## src/rtl/msic_pkg.sv

```systemverilog
package msic_pkg;
   typedef enum logic [1:0] {
      ST_IDLE    = 2'd0,
      ST_SHIFT   = 2'd1,
      ST_CAPTURE = 2'd2,
      ST_DONE    = 2'd3
   } seq_state_t;
endpackage

```

## src/rtl/msic_seed_lfsr.sv

```systemverilog
module msic_seed_lfsr #(
   parameter int              WIDTH = 8,
   parameter logic [WIDTH-1:0] TAPS = 8'hB8,
   parameter logic [WIDTH-1:0] INIT = 8'h01
) (
   input  logic             clk,
   input  logic             rst_n,
   input  logic             load_en,
   input  logic [WIDTH-1:0] load_val,
   input  logic             step_en,
   output logic [WIDTH-1:0] seed
);
   if (WIDTH < 2) begin : g_bad_width
      $error("seed width must be at least 2");
   end
   if (INIT == '0) begin : g_bad_init
      $error("seed reset value must be nonzero");
   end

   logic [WIDTH-1:0] stepped;
   assign stepped = {1'b0, seed[WIDTH-1:1]} ^ (seed[0] ? TAPS : '0);

   always_ff @(posedge clk) begin
      if (!rst_n)                        seed <= INIT;
      else if (load_en && load_val != '0) seed <= load_val;
      else if (step_en)                  seed <= stepped;
   end

   // seed register never holds the all-zero lock-up state
   a_r2_seed_nonzero: assert property (@(posedge clk) disable iff (!rst_n)
      seed != '0);
   // without a load or a step the seed does not move
   a_r3_seed_stable: assert property (@(posedge clk) disable iff (!rst_n)
      (!load_en && !step_en) |=> $stable(seed));
endmodule

```

## src/rtl/msic_johnson.sv

```systemverilog
module msic_johnson #(
   parameter int LEN = 4
) (
   input  logic           clk,
   input  logic           rst_n,
   input  logic           clear,
   input  logic           rotate,
   input  logic           advance,
   output logic [LEN-1:0] word
);
   if (LEN < 2) begin : g_bad_len
      $error("Johnson length must be at least 2");
   end

   logic [LEN-1:0] jcnt;
   logic [LEN-1:0] jnext;
   assign jnext = {jcnt[LEN-2:0], ~jcnt[LEN-1]};

   always_ff @(posedge clk) begin
      if (!rst_n || clear) begin
         jcnt <= '0;
         word <= '0;
      end else if (advance) begin
         jcnt <= jnext;
         word <= jnext;
      end else if (rotate) begin
         word <= {word[LEN-2:0], word[LEN-1]};
      end
   end

   // every Johnson step flips exactly one bit (single input change)
   a_r4_one_bit_change: assert property (@(posedge clk) disable iff (!rst_n)
      (advance && !clear) |=> ($countones(jcnt ^ $past(jcnt)) == 1));
endmodule

```

## src/rtl/msic_sequencer.sv

```systemverilog
module msic_sequencer
   import msic_pkg::*;
#(
   parameter int CHAIN_LEN = 4,
   parameter int LEN_W     = 16
) (
   input  logic             clk,
   input  logic             rst_n,
   input  logic             start,
   input  logic             tick,
   input  logic [LEN_W-1:0] test_length,
   output logic             quiet,
   output logic             clear_j,
   output logic             rotate,
   output logic             advance_j,
   output logic             step_seed,
   output logic             scan_enable,
   output logic             done
);
   localparam int SH_W  = (CHAIN_LEN > 1) ? $clog2(CHAIN_LEN) : 1;
   localparam int VEC_N = 2 * CHAIN_LEN;
   localparam int VEC_W = $clog2(VEC_N);

   seq_state_t       state;
   logic [SH_W-1:0]  shift_cnt;
   logic [VEC_W-1:0] vec_cnt;
   logic [LEN_W-1:0] seed_cnt;
   logic             last_shift, last_vec, last_seed;

   assign last_shift  = shift_cnt == SH_W'(CHAIN_LEN - 1);
   assign last_vec    = vec_cnt == VEC_W'(VEC_N - 1);
   assign last_seed   = (seed_cnt + LEN_W'(1)) == test_length;
   assign quiet       = (state == ST_IDLE) || (state == ST_DONE);
   assign clear_j     = quiet && start;
   assign rotate      = (state == ST_SHIFT) && tick;
   assign advance_j   = state == ST_CAPTURE;
   assign step_seed   = (state == ST_CAPTURE) && last_vec;
   assign scan_enable = state == ST_SHIFT;
   assign done        = state == ST_DONE;

   always_ff @(posedge clk) begin
      if (!rst_n) begin
         state     <= ST_IDLE;
         shift_cnt <= '0;
         vec_cnt   <= '0;
         seed_cnt  <= '0;
      end else begin
         unique case (state)
            ST_IDLE, ST_DONE: begin
               if (start) begin
                  shift_cnt <= '0;
                  vec_cnt   <= '0;
                  seed_cnt  <= '0;
                  state     <= (test_length == '0) ? ST_DONE : ST_SHIFT;
               end
            end
            ST_SHIFT: begin
               if (tick) begin
                  if (last_shift) begin
                     shift_cnt <= '0;
                     state     <= ST_CAPTURE;
                  end else begin
                     shift_cnt <= shift_cnt + SH_W'(1);
                  end
               end
            end
            ST_CAPTURE: begin
               if (last_vec) begin
                  vec_cnt <= '0;
                  if (last_seed) begin
                     state <= ST_DONE;
                  end else begin
                     seed_cnt <= seed_cnt + LEN_W'(1);
                     state    <= ST_SHIFT;
                  end
               end else begin
                  vec_cnt <= vec_cnt + VEC_W'(1);
                  state   <= ST_SHIFT;
               end
            end
            default: state <= ST_IDLE;
         endcase
      end
   end

   // capture lasts a single cycle
   a_r6_capture_single: assert property (@(posedge clk) disable iff (!rst_n)
      (state == ST_CAPTURE) |=> (state != ST_CAPTURE));
   // done holds until start
   a_r9_done_holds: assert property (@(posedge clk) disable iff (!rst_n)
      (done && !start) |=> done);
endmodule

```

## src/rtl/msic_pattern_gen.sv

```systemverilog
module msic_pattern_gen #(
   parameter int               NUM_PI     = 8,
   parameter int               NUM_CHAINS = 4,
   parameter int               CHAIN_LEN  = 4,
   parameter int               LEN_W      = 16,
   parameter logic [NUM_PI-1:0] SEED_TAPS = 8'hB8,
   parameter logic [NUM_PI-1:0] SEED_INIT = 8'h01
) (
   input  logic                  clk,
   input  logic                  rst_n,
   input  logic                  tick,
   input  logic                  start,
   input  logic                  seed_load,
   input  logic [NUM_PI-1:0]     seed_value,
   input  logic [LEN_W-1:0]      test_length,
   output logic [NUM_CHAINS-1:0] scan_in,
   output logic [NUM_PI-1:0]     pi_out,
   output logic                  scan_enable,
   output logic                  done
);
   if (NUM_CHAINS < 1 || NUM_CHAINS > CHAIN_LEN || NUM_CHAINS > NUM_PI) begin : g_bad_cfg
      $error("chain count must be 1..min(CHAIN_LEN, NUM_PI)");
   end
   if (LEN_W < 1) begin : g_bad_len_w
      $error("test length width must be positive");
   end

   logic                 quiet, clear_j, rotate, advance_j, step_seed;
   logic [CHAIN_LEN-1:0] jword;
   logic [NUM_PI-1:0]    seed;

   msic_sequencer #(.CHAIN_LEN(CHAIN_LEN), .LEN_W(LEN_W)) u_seq (
      .clk(clk), .rst_n(rst_n), .start(start), .tick(tick),
      .test_length(test_length), .quiet(quiet), .clear_j(clear_j),
      .rotate(rotate), .advance_j(advance_j), .step_seed(step_seed),
      .scan_enable(scan_enable), .done(done)
   );

   msic_seed_lfsr #(.WIDTH(NUM_PI), .TAPS(SEED_TAPS), .INIT(SEED_INIT)) u_seed (
      .clk(clk), .rst_n(rst_n), .load_en(seed_load && quiet),
      .load_val(seed_value), .step_en(step_seed), .seed(seed)
   );

   msic_johnson #(.LEN(CHAIN_LEN)) u_john (
      .clk(clk), .rst_n(rst_n), .clear(clear_j), .rotate(rotate),
      .advance(advance_j), .word(jword)
   );

   for (genvar g = 0; g < NUM_CHAINS; g++) begin : g_chain_xor
      assign scan_in[g] = jword[g] ^ seed[g];
   end

   assign pi_out = seed;
endmodule

```

## config.mk

```make
export PLATFORM = sky130hd
export DESIGN_NAME = msic_pattern_gen
export DESIGN_NICKNAME = d
export VERILOG_FILES = /design/src/rtl/msic_pkg.sv /design/src/rtl/msic_seed_lfsr.sv /design/src/rtl/msic_johnson.sv /design/src/rtl/msic_sequencer.sv /design/src/rtl/msic_pattern_gen.sv
export SDC_FILE = /design/constraint.sdc
export NUM_CORES = 1
export LEC_CHECK = 0
export BUFFER_PORTS_ARGS = -buffer_cell sky130_fd_sc_hd__buf_4
export CAP_MARGIN = 40
export CORE_MARGIN = 4
export CORE_UTILIZATION = 53
export CTS_BUF_LIST = sky130_fd_sc_hd__clkbuf_4
export DETAILED_ROUTE_END_ITERATION = 8
export PLACE_DENSITY = 0.75
export SETUP_SLACK_MARGIN = 0.1
export SLEW_MARGIN = 20
export SYNTH_ARGS = -nofsm -noshare
export SYNTH_HDL_FRONTEND = slang
export SYNTH_SLANG_ARGS = --single-unit
```

## constraint.sdc

```tcl
create_clock -name clk -period 7.8 [get_ports clk]
set_clock_uncertainty 0.05 [all_clocks]
set_input_delay 0.39 -clock clk [delete_from_list [all_inputs] [get_ports clk]]
set_output_delay 0.39 -clock clk [all_outputs]
set_load 0.02 [all_outputs]
```

==> qor.csv <==
metric,value,unit
synth_area_leaders,"dfxtp_1, nand2_1, xnor2_1",
syn_inst,364,
rsz0062_at_grt,no,
yosys.area_share.simple,33.6,%
ir_drop,218,uV
cts.root.buffer_cell,clkbuf_4,
drv_slew,0,
worst_setup_path_end_kind,flip-flop,
fp.dieH,80.4,um
slowest_delay,690,ps
worstPathRequired,8020,ps
path_buf_inv,3,
p_leak,0.00112,uW
synth_mux_area_share,3.24,%
p_total,621,uW
pre_cts_slack,4730,ps
row_count,26,
io_pins,43,
max_slew_margin,46.3,%
drt-initial-drc-count,347,
first_pass_iters,5,
ys_types,49,
htreeDepth,2,
final_nets,427,
max_cap_viol_count,0,
synth_top_family_by_area,simple AND/OR/NAND/NOR gates,
final_common_cell,nand2_1,
cts_tree,yes,
wl_per_cell,15.2,um
cts-resized-gates,0,
hp-class,in2reg,
grt_pass1_vias,2446,
area_growth,12.1,%
grt_pass1_wl,11.8,mm
cpMaxStageDelayCell,or4b_2,
final_cell_mix,"nand2_1, buf_4, dfxtp_1",
path_class,reg2reg,
port_buffers,42,
syn_area,2780,um2
clk_pin_slew,120,ps
detail-route-antenna-nets,0,
drive_gt1_share,15.3,%
coreArea,5110,um2
synth_top_area_share,28.1,%
cts_inserted_buffers,5,
grt-ovfl-total,0,
cts_setup_buffers,0,
worst_slack,4700,ps
fin_crit,3100,ps
synth_edf_count,0,
synth_warnings,0,
tns,0,ps
antenna_found_initial,0,
crit_arrival,3320,ps
grt_usage,22.6,%
antenna_cells,0,
cellPowerDensity,199,nW/um2
dpl.hpwl,5.22,mm
die_area,6470,um2
drc,0,
die_w,80.4,um
synth-seq-cells,39,
synth_top_area_cell,dfxtp_1,
synthesis.nets,401,
hold_slack,231,ps
startpoint_type,flip-flop,
grt_start_max_net_pins,34,
clock_sinks,39,
setup_viol,0,
seq_area_frac_synth,28.1,%
synth_xor_area_share,8.50,%
synth-adder-area-share,3.60,%
synth.avg_cell_area,7.64,um2
cp_max_fo,33,
viasPerCell,6.06,
status,"complete, no violations",
initial_core_util,54.5,%
cp_cell_sequence,inv_1 -> ha_1 -> buf_4 -> inv_1 -> o21ai_0 -> nand2_1 -> or4b_2 -> a31oi_1,
maxClockFrequency,322,MHz
clock_latency,340,ps
cpMostUsedCell,inv_1,
crit_family,simple AND/OR/NAND/NOR gates,
synth_compound_area_share,17.5,%
period_share,39.8,%
routed_wirelength,7.02,mm
fin_util,61.1,%
async_flop_share,0,%
gp_congestion,0.898,
hold_buffers,0,
clockBufferDepth,2,
finalHoldViolCount,0,
synth_ff_type,dfxtp_1,
max_slew.worst_pin.slew,804,ps
vias,2794,
sequential cells by signal, summed over array words and instances (netlist names):
| signal | flops |
|---|---|
| u_john.jcnt | 4 |
| u_john.word | 4 |
| u_seed.seed | 8 |
| u_seq.seed_cnt | 16 |
| u_seq.shift_cnt | 2 |
| u_seq.state | 2 |
| u_seq.vec_cnt | 3 |
cell families after synthesis:
logic type	count (synthesis)
xor+xnor	27
simple gates	175
buf+inv	31
mux	9
flops	39
fa+ha+maj	8
compound gates	75
where the power goes:
group          internal (uW)  leakage, uW  switching [uW]
clock network           37.0    0.0000307            64.0
registers                220     0.000316            23.3
logic                    104     0.000776             172
final timing paths:
check	startpoint	end	slack [ps]	depth (start not counted)
hold reg to reg	u_seq.vec_cnt[1]	u_seq.vec_cnt[1]	420	2
hold / removal	rst_n	u_seed.seed[0]	230	2
setup reg to reg	u_seq.state[0]	u_seq.seed_cnt[8]	4700	8
setup / recovery	u_seq.state[0]	u_seq.seed_cnt[8]	4700	8
routing by layer:
layer	wire length (um)	global-route usage, %
met5	0	0
met4	77	4.73
met3	436	4.60
met2	3290	34.8
met1	3220	32.3
synth_stat cells (5+ instances only):
cell type and number:
nand2_1 48, dfxtp_1 39, nor2_1 33, nand3_1 27
a21oi_1 18, o21ai_0 17, xnor2_1 17, a31oi_1 13
nand4_1 11, buf_2 10, or4_1 10, xor2_1 10
clkbuf_1 9, mux2i_1 9, ha_1 8, a211oi_1 6
inv_1 6, nor2b_1 6, nor4_1 6, nand2b_1 5
nor3_1 5, o211ai_1 5
through the flow:
step,area (um2),instances
after floorplan,2780,364
after global placement,3070,453
after detailed placement,3070,453
after CTS,3120,461
after global routing,3120,461
final,3120,461
worst reg2reg max path: cells and delay by family (launching register included):
| kind | cells | cell delay, ps |
|---|---|---|
| AO/OA/AOI/OAI | 2 | 790 |
| adder cells (fa/ha/maj) | 1 | 130 |
| buffers and inverters | 3 | 660 |
| flip-flops | 1 | 360 |
| AND/OR/NAND/NOR | 2 | 1060 |
area by class of cell:
class,count,area (um2)
Clock buffer,6,45.0
Clock inverter,2,7.51
Fill cell,478,1990
Inverter,6,22.5
Multi-Input combinational cell,294,1850
Sequential cell,39,781
Tap cell,70,87.6
Timing Repair Buffer,44,330
No activity file was read; power rests on OpenSTA's default activity.
